--- src/rtl/pfd_pkg.sv ---
package pfd_pkg;
  localparam int ADDR_BYTES = 6;
  localparam int TYPE_POS   = 12;
  localparam int OPC_POS    = 14;
  localparam int QUANTA_POS = 16;
  localparam int MIN_BYTES  = 18;
  localparam logic [47:0] CTRL_MCAST  = 48'h0180C2000001;
  localparam logic [15:0] CTRL_TYPE   = 16'h8808;
  localparam logic [15:0] CTRL_OPCODE = 16'h0001;

  typedef struct packed {
    logic mcast;
    logic ucast;
    logic ctrl;
  } match_t;
endpackage

--- src/rtl/pfd_byte_counter.sv ---
module pfd_byte_counter #(
  parameter int LIMIT = 18,
  parameter int CNT_W = $clog2(LIMIT + 1)
) (
  input  logic             clk,
  input  logic             rst_n,
  input  logic             sof,
  input  logic             valid,
  input  logic             eof,
  output logic             start,
  output logic             take,
  output logic             in_frame,
  output logic [CNT_W-1:0] cur_idx,
  output logic [CNT_W-1:0] count_now
);
  localparam logic [CNT_W-1:0] SAT = CNT_W'(LIMIT);

  logic [CNT_W-1:0] idx_q;
  logic             act_q;

  always_comb begin
    start    = sof & valid;
    cur_idx  = start ? '0 : idx_q;
    in_frame = start | act_q;
    take     = valid & in_frame;
    if (take)
      count_now = (cur_idx >= SAT) ? SAT : cur_idx + 1'b1;
    else
      count_now = cur_idx;
  end

  always_ff @(posedge clk) begin
    if (!rst_n) begin
      idx_q <= '0;
      act_q <= 1'b0;
    end else begin
      idx_q <= count_now;
      if (eof)
        act_q <= 1'b0;
      else if (start)
        act_q <= 1'b1;
    end
  end


  count_sat_chk: assert property (@(posedge clk) disable iff (!rst_n)
    idx_q <= SAT);


  restart_chk: assert property (@(posedge clk) disable iff (!rst_n)
    (sof && valid && !eof) |=> (idx_q == CNT_W'(1)));
endmodule

--- src/rtl/pfd_field_matcher.sv ---
module pfd_field_matcher
  import pfd_pkg::*;
#(
  parameter int CNT_W = 5
) (
  input  logic             clk,
  input  logic             rst_n,
  input  logic             start,
  input  logic             take,
  input  logic [CNT_W-1:0] cur_idx,
  input  logic [7:0]       data,
  input  logic [47:0]      station_addr,
  output match_t           match_now,
  output logic [15:0]      quanta_now
);
  logic [7:0] mc_byte [ADDR_BYTES];
  logic [7:0] uc_byte [ADDR_BYTES];

  for (genvar g = 0; g < ADDR_BYTES; g++) begin : g_addr
    assign mc_byte[g] = CTRL_MCAST[47-8*g -: 8];
    assign uc_byte[g] = station_addr[47-8*g -: 8];
  end

  match_t      flags_q, base;
  logic [15:0] quanta_q, qbase;
  logic        hit_mc, hit_uc, hit_ctl;

  always_comb begin
    base   = start ? '{mcast: 1'b1, ucast: 1'b1, ctrl: 1'b1} : flags_q;
    qbase  = start ? 16'h0000 : quanta_q;
    hit_mc = 1'b1;
    hit_uc = 1'b1;
    hit_ctl = 1'b1;
    for (int i = 0; i < ADDR_BYTES; i++) begin
      if (cur_idx == CNT_W'(i)) begin
        hit_mc = (data == mc_byte[i]);
        hit_uc = (data == uc_byte[i]);
      end
    end
    if (cur_idx == CNT_W'(TYPE_POS))      hit_ctl = (data == CTRL_TYPE[15:8]);
    if (cur_idx == CNT_W'(TYPE_POS + 1))  hit_ctl = (data == CTRL_TYPE[7:0]);
    if (cur_idx == CNT_W'(OPC_POS))       hit_ctl = (data == CTRL_OPCODE[15:8]);
    if (cur_idx == CNT_W'(OPC_POS + 1))   hit_ctl = (data == CTRL_OPCODE[7:0]);

    if (take) begin
      match_now.mcast = base.mcast & hit_mc;
      match_now.ucast = base.ucast & hit_uc;
      match_now.ctrl  = base.ctrl  & hit_ctl;
      quanta_now = qbase;
      if (cur_idx == CNT_W'(QUANTA_POS))     quanta_now[15:8] = data;
      if (cur_idx == CNT_W'(QUANTA_POS + 1)) quanta_now[7:0]  = data;
    end else begin
      match_now  = flags_q;
      quanta_now = quanta_q;
    end
  end

  always_ff @(posedge clk) begin
    if (!rst_n) begin
      flags_q  <= '0;
      quanta_q <= '0;
    end else begin
      flags_q  <= match_now;
      quanta_q <= quanta_now;
    end
  end


  ctrl_rise_chk: assert property (@(posedge clk) disable iff (!rst_n)
    $rose(flags_q.ctrl) |-> $past(start));


  mcast_rise_chk: assert property (@(posedge clk) disable iff (!rst_n)
    $rose(flags_q.mcast) |-> $past(start));
endmodule

--- src/rtl/pause_frame_detector.sv ---
module pause_frame_detector
  import pfd_pkg::*;
(
  input  logic        clk,
  input  logic        rst_n,
  input  logic        rx_sof,
  input  logic        rx_valid,
  input  logic [7:0]  rx_data,
  input  logic        rx_eof,
  input  logic        rx_good,
  input  logic [47:0] station_addr,
  input  logic        full_duplex_en,
  input  logic        flow_ctrl_en,
  output logic        pause_detect,
  output logic [15:0] pause_quanta
);
  localparam int CNT_W = $clog2(MIN_BYTES + 1);

  logic             start, take, in_frame;
  logic [CNT_W-1:0] cur_idx, count_now;
  match_t           match_now;
  logic [15:0]      quanta_now;
  logic             qualify;

  pfd_byte_counter #(.LIMIT(MIN_BYTES), .CNT_W(CNT_W)) u_count (
    .clk(clk), .rst_n(rst_n), .sof(rx_sof), .valid(rx_valid), .eof(rx_eof),
    .start(start), .take(take), .in_frame(in_frame),
    .cur_idx(cur_idx), .count_now(count_now)
  );

  pfd_field_matcher #(.CNT_W(CNT_W)) u_match (
    .clk(clk), .rst_n(rst_n), .start(start), .take(take), .cur_idx(cur_idx),
    .data(rx_data), .station_addr(station_addr),
    .match_now(match_now), .quanta_now(quanta_now)
  );

  always_comb begin
    qualify = rx_eof & in_frame & rx_good & full_duplex_en & flow_ctrl_en
            & (match_now.mcast | match_now.ucast) & match_now.ctrl
            & (count_now >= CNT_W'(MIN_BYTES));
  end

  always_ff @(posedge clk) begin
    if (!rst_n) begin
      pause_detect <= 1'b0;
      pause_quanta <= '0;
    end else begin
      pause_detect <= qualify;
      if (qualify)
        pause_quanta <= quanta_now;
    end
  end


  detect_qual_chk: assert property (@(posedge clk) disable iff (!rst_n)
    pause_detect |-> $past(rx_eof && rx_good && full_duplex_en && flow_ctrl_en));


  detect_single_chk: assert property (@(posedge clk) disable iff (!rst_n)
    pause_detect |=> !pause_detect);


  quanta_hold_chk: assert property (@(posedge clk) disable iff (!rst_n)
    !pause_detect |-> $stable(pause_quanta));
endmodule

--- config.mk ---
export PLATFORM = sky130hd
export DESIGN_NAME = pause_frame_detector
export DESIGN_NICKNAME = d
export VERILOG_FILES = /design/src/rtl/pfd_pkg.sv /design/src/rtl/pfd_byte_counter.sv /design/src/rtl/pfd_field_matcher.sv /design/src/rtl/pause_frame_detector.sv
export SDC_FILE = /design/constraint.sdc
export NUM_CORES = 1
export LEC_CHECK = 0
export BUFFER_PORTS_ARGS = -buffer_cell sky130_fd_sc_hd__buf_2
export CAP_MARGIN = 25
export CORE_MARGIN = 2
export CORE_UTILIZATION = 30
export CTS_BUF_LIST = sky130_fd_sc_hd__clkbuf_4 sky130_fd_sc_hd__clkbuf_8 sky130_fd_sc_hd__clkbuf_16
export DETAILED_ROUTE_END_ITERATION = 8
export SLEW_MARGIN = 25
export SYNTH_ARGS = -nofsm -noshare
export SYNTH_HDL_FRONTEND = slang
export SYNTH_SLANG_ARGS = --single-unit
--- constraint.sdc ---
create_clock -name clk -period 3.44 [get_ports clk]
set_input_delay 0.344 -clock clk [delete_from_list [all_inputs] [get_ports clk]]
set_output_delay 0.344 -clock clk [all_outputs]
set_load 0.1 [all_outputs]
==> results of run 1 <==
kinds of logic (layout without fill, tap and decap cells):
| family | count (synthesis) | after routing | share of synthesized area |
|---|---|---|---|
| and+or+nand+nor | 134 | 134 | 0.256 |
| adders and majority gates | 3 | 3 | 0.0142 |
| AOI/OAI and AO/OA | 44 | 44 | 0.114 |
| buffers and inverters | 27 | 101 | 0.0477 |
| xor gates and xnor gates | 50 | 50 | 0.165 |
| DFF | 42 | 42 | 0.317 |
| muxes | 17 | 17 | 0.0850 |
per-layer routing:
metal	routed length (um)	vias to the layer above	part of all wire
met1	3280	1132	0.45
li1	-	1234	-
met3	465	7	0.064
met5	0	-	0
met4	119	0	0.016
met2	3430	89	0.47
report_power, final:
group	total, mW	internal (mW)	switching [mW]
combinational	0.179	0.0799	0.0995
clock	0.369	0.203	0.167
sequential	0.494	0.490	0.00365
Yosys cell counts, types with 2 or more instances:
cell type / n / area [um^2]
a2111o_1: 2 / 22.5
buf_6: 2 / 22.5
ha_1: 3 / 37.5
o21ai_0: 2 / 10.0
nor2_1: 34 / 128
nand4_1: 9 / 56.3
nor3_1: 7 / 35.0
xor2_1: 28 / 245
o211ai_1: 3 / 22.5
nor4_1: 6 / 37.5
inv_1: 4 / 15.0
and2_1: 18 / 113
dfxtp_1: 42 / 841
mux2_4: 9 / 135
o221ai_1: 2 / 17.5
clkbuf_1: 14 / 52.6
a21oi_1: 23 / 115
nand3_1: 17 / 85.1
xnor2_1: 22 / 193
buf_2: 5 / 25.0
and3_1: 2 / 12.5
mux2_2: 8 / 90.1
nand2_1: 31 / 116
and4_1: 2 / 17.5
path summary, 6_finish.rpt:
| check | to | slack, ns | depth (start not counted) |
|---|---|---|---|
| worst max-delay path | pause_quanta[2] | 0.22 | 10 |
| worst min-delay path | u_count.act_q | 0.22 | 2 |
| worst max register to register | pause_quanta[2] | 0.22 | 10 |
| worst min register to register | u_match.quanta_q[1] | 0.48 | 2 |
sequential cells by signal, indices dropped and copies added (netlist names):
name / flops
u_count.act_q: 1
u_match.flags_q: 3
u_match.quanta_q: 16
pause_detect: 1
pause_quanta: 16
u_count.idx_q: 5
stage by stage:
step | worst slack (ns) | total power [mW] | utilization | cells
floorplan | 0.213 | 0.615 | - | 317
global placement | 0.117 | 0.682 | 0.364 | 491
detailed placement | 0.0473 | 0.684 | 0.364 | 491
CTS | 0.233 | 1.05 | 0.376 | 499
global route | 0.0650 | 1.09 | 0.376 | 499
finish | 0.224 | 1.04 | 0.376 | 499
final cells by class:
class                           count  area (um^2)
Multi-Input combinational cell    248         1680
Tap cell                          108          135
Timing Repair Buffer               89          468
Clock buffer                        8          110
Sequential cell                    42          841
Inverter                            4         15.0
Fill cell                         876         5390
critical path, stage by stage (launching register included):
cell and delay, ns:
dfxtp_1 0.46, nand2_1 0.14, inv_1 0.09, ha_1 0.17
or4_1 0.18, nand3_1 0.10, a21oi_1 0.16, a21oi_1 0.08
a2111o_1 0.44, a211oi_4 0.86, mux2_2 0.42
cell usage in the layout (no fill, tap or decap), types with 3 or more instances in the layout:
master,Yosys,layout
nor3_1,7,7
mux2_4,9,9
nand3_1,17,17
ha_1,3,3
a21oi_1,23,23
mux2_2,8,8
clkbuf_8,0,8
nor4_1,6,6
o211ai_1,3,3
xor2_1,28,28
dfxtp_1,42,42
nand2_1,31,31
buf_4,1,9
xnor2_1,22,22
buf_2,5,80
and2_1,18,18
inv_1,4,4
nand4_1,9,9
nor2_1,34,34
==> out/summary.txt, run 1 <==
Crit-path max FO: 17
Layout cell share with drive strength beyond 1: 0.307
PostCTS Resize Cnt: 0
Post-CTS Hold Buffers: 0
Min-delay src: rx_eof
Sequential-to-total area share from yosys stat: 0.317
Drt initial violations: 120
Rel. slew slack: 0.263
Area after DPL: 3140 um^2
Post-Route WL: 7300 um
Area Overhead vs Synth: 22.7%
IO Count: 81
Asr flop ratio synth: 0
DIE WIDTH: 98.0 um
Status: finished clean
Global-route wire length before repair: 11,800 um
Initial antenna violation count: 0
Worst Path Required: 3.63 ns
Max Cap Viol: 0
Core ar.: 8640 um^2
Critical path class: flip-flop to flip-flop
CTS tree: built
Min Hold Slack: 0.220 ns
Hold Path Class: input port to flip-flop
Largest net degree at the start of global routing: 26
Netlist cell types: 46
CTS max path bufs: 2
DRT antenna net count: 0
Worst skew pair latency: 0.29 ns
DP HPWL: 5250 um
Critical path launch point type: flip-flop
Syn. warnings: 0
Post-synth EDFFs: 0
Setup violation total in the final timing report: 0
R2r startpoint: u_count.idx_q[1]
Worst-path clk slew: 0.08 ns
Max VDD drop: 233 uV
Critical Path Start: u_count.idx_q[1]
Avg Cell Area, Syn: 8.36 um^2
RD Place Congestion: 0.801
Vias in the first global route: 2,481
DRT Pass-1 Iters: 4
Clock Sinks: 42
Post-Synthesis Cells: 317
CTS root buf: clkbuf_8
Row count: 34
Postcts setup bufs: 0
Total grt overflow: 0
RSZ-0062 raised after global routing: false
CP endpoint kind: flip-flop
# diodes: 0
Area of the mapped netlist: 2650 um^2
Met1 Resource Use GR: 0.191
Top_reg_cell synth: dfxtp_1
Via Count: 2,462
GRT busiest layer: met2
Final period utilization: 0.935
Fmax: 0.311 GHz
Design area: 3250 um^2
GR Util All Layers: 0.151
Met3 global-route usage: 0.0229
Static Leak: 1.37 nW
Final Hold Viols: 0
Total Die Area: 9600 um^2
Number of nets in the layout: 457
Met2 usage: 0.258
Clk_skew: 0.00824 ns
Synth Net Count: 384
Worst Tran Pin Value: 1.10 ns
Fin Setup TNS: 0 ns
DRC errors left: 0
Worst EP arrival: 3.40 ns
Via density: 4.93
Htree depth: 2
Slew Limit Fails: 0
Routed WL per cell: 14.6 um
Yosys reg bits: 42
IO buf count: 80
P per Cell Area: 321 nW/um^2
Initial Util: 0.307
Final worst path period need: 3.22 ns
Die Y: 98.0 um
Clock buffer count from CTS: 5
Power figures use the tool's default switching activity.
==> run 2, diff against run 1 <==
- SYNTH_HIERARCHICAL: not set -> 1
==> run 2 against run 1 <==
Compared with the run above:
- largest cell class unchanged
- wire length is 1.2% lower
- cell area grew 4.3%
- highest routed layer unchanged
- utilization shrank 0.95 points
- total power down 5.4%
- critical endpoint is now pause_detect
- non-clock buffer count fell by 7
- synthesized cell count rose by 11%
- first-iteration DRC count increased by 26%
- sequential power is essentially flat
==> out/summary.txt, run 2 <==
Status: finished clean
Clock buffer count from CTS: 5 (unchanged)
Final period utilization: 0.810 (-0.124)
Initial antenna violation count: 0 (unchanged)
Final worst path period need: 2.79 ns (-0.428 ns)
Via Count: 2,612 (+6.1%)
Worst Path Required: 3.63 ns (about the same)
CTS tree: built
Worst-path cell chain: a21boi_0, nor4b_1, a21boi_0, o41ai_2, a31oi_1, nor3_1, nor2_1, nor3_2, buf_4, and2_2
Reg-to-reg slack, setup: 0.65 ns (+0.43 ns)
Worst Tran Pin Value: 0.758 ns (-0.343 ns)
Post-Synthesis Cells: 351 (+11%)
Final Hold Viols: 0 (unchanged)
Crit path largest cell delay: 0.64 ns (-0.22 ns)
IO buf count: 80 (unchanged)
Largest regs: pause_quanta (16), u_match/quanta_q (16), u_count/idx_q (5)
Htree depth: 2 (unchanged)
DRT antenna net count: 0 (unchanged)
Global-route wire length before repair: 11,900 um (+1.3%)
CTS root buf: clkbuf_8
CP endpoint kind: flip-flop
DIE WIDTH: 102 um (+3.7%)
CP bufs+invs: 1 (unchanged)
Worst EP arrival: 2.98 ns (-0.42 ns)
Fmax: 0.359 GHz (+15%)
RD Place Congestion: 0.847 (+5.7%)
Max VDD drop: 160 uV (-31%)
PostCTS Resize Cnt: 0 (unchanged)
Total grt overflow: 0 (unchanged)
Overall power: 0.986 mW (-5.4%)
IO Count: 81 (unchanged)
Most frequent cells in the layout: buf_2, xnor2_1, dfxtp_1
CTS max path bufs: 2 (unchanged)
Rel. slew slack: 0.490 (+0.226)
Initial Util: 0.309 (+0.00242)
Synth Net Count: 415 (+8.1%)
Largest net degree at the start of global routing: 29 (+12%)
Most used cell, CP: a21boi_0
Fin Setup TNS: 0 ns (unchanged)
Routed WL per cell: 13.2 um (-9.6%)
Drt initial violations: 151 (+26%)
Via density: 4.79 (-2.9%)
Hold Path Class: input port to flip-flop
Critical path launch point type: flip-flop
Layout cell share with drive strength beyond 1: 0.250 (-0.0569)
Crit-path max FO: 17 (unchanged)
GR Util All Layers: 0.143 (-0.00772)
Top delay family on crit path: compound AO/OA/AOI/OAI gates
RSZ-0062 raised after global routing: false
Clk_skew: 0.0102 ns (+0.00195 ns)
Worst skew pair latency: 0.29 ns (about the same)
Number of nets in the layout: 479 (+4.8%)
Vias in the first global route: 2,503 (+0.89%)
Max Cap Viol: 0 (unchanged)
Area Overhead vs Synth: 18.7%
Core ar.: 9240 um^2 (+7.0%)
Slew Limit Fails: 0 (unchanged)
DRT Pass-1 Iters: 4 (unchanged)
Avg Cell Area, Syn: 8.14 um^2 (-2.6%)
Commonest non-fill, non-tap cell in the layout: buf_2
Total Die Area: 10,300 um^2 (+7.5%)
Post-Route WL: 7210 um (-1.2%)
Post-CTS Hold Buffers: 0 (unchanged)
Area of the mapped netlist: 2860 um^2 (+7.8%)
DRC errors left: 0 (unchanged)
Static Leak: 1.42 nW (+3.5%)
Critical path class: flip-flop to flip-flop
Postcts setup bufs: 0 (unchanged)
DP HPWL: 5310 um (+1.1%)
Setup violation total in the final timing report: 0 (unchanged)
Die Y: 102 um (+3.7%)
# diodes: 0 (unchanged)
Row count: 35 (+2.9%)
Clock Sinks: 42 (unchanged)
P per Cell Area: 291 nW/um^2 (-9.3%)
Slowest CP cell: a21boi_0
Worst-path clk slew: 0.08 ns (about the same)
Syn. warnings: 6 (+6)
==> run 2: changes by cell type in the layout (fill, tap and decap cells not counted), sizes merged, moves of 17 or more <==
cell / change
xor2: -27
mux2: -17
mux2i: +17
xnor2: +28
==> run 2: final timing paths <==
kind                                  startpoint               to  cells past startpoint
worst max-delay path            u_count/idx_q[4]     pause_detect                     10
worst min-delay path                      rx_eof    u_count/act_q                      2
worst min register to register   pause_quanta[2]  pause_quanta[2]                      2
worst max register to register  u_count/idx_q[4]     pause_detect                     10
==> run 2: power breakdown <==
part           switching (mW)  internal (mW)  leakage [nW]
Sequential            0.00290          0.488         0.339
Clock                   0.174          0.151        0.0486
Combinational          0.0897         0.0805          1.04
Total                   0.266          0.720          1.42
==> run 2: per-stage QoR <==
step,hold slack [ns],setup WS [ns],area (um^2),util,instances
5_1_grt,0.220,0.423,3390,0.367,545
3_3_place_gp,0.440,0.570,3300,0.357,537
4_1_cts,0.221,0.716,3390,0.367,545
6_report,0.225,0.652,3390,0.367,545
2_1_floorplan,0.420,0.770,2860,-,351
3_5_place_dp,0.445,0.436,3300,0.357,537
==> run 2: cell type report <==
cell class	count	area [um^2]
timing repair buffer	82	415
sequential	42	841
clock inverter	2	13.8
multi-input combinational	273	1840
fill	954	5850
tap	129	161
clock buffer	6	76.3
inverter	11	41.3
==> run 2: layer usage <==
layer	vias to the layer above	wire (um)	share of wire	GRT usage
li1	1336	-	-	-
met2	83	3310	0.46	0.232
met5	-	0	0	0
met1	1189	3520	0.49	0.203
met3	4	312	0.043	0.0166
met4	0	65	0.0090	0.0333
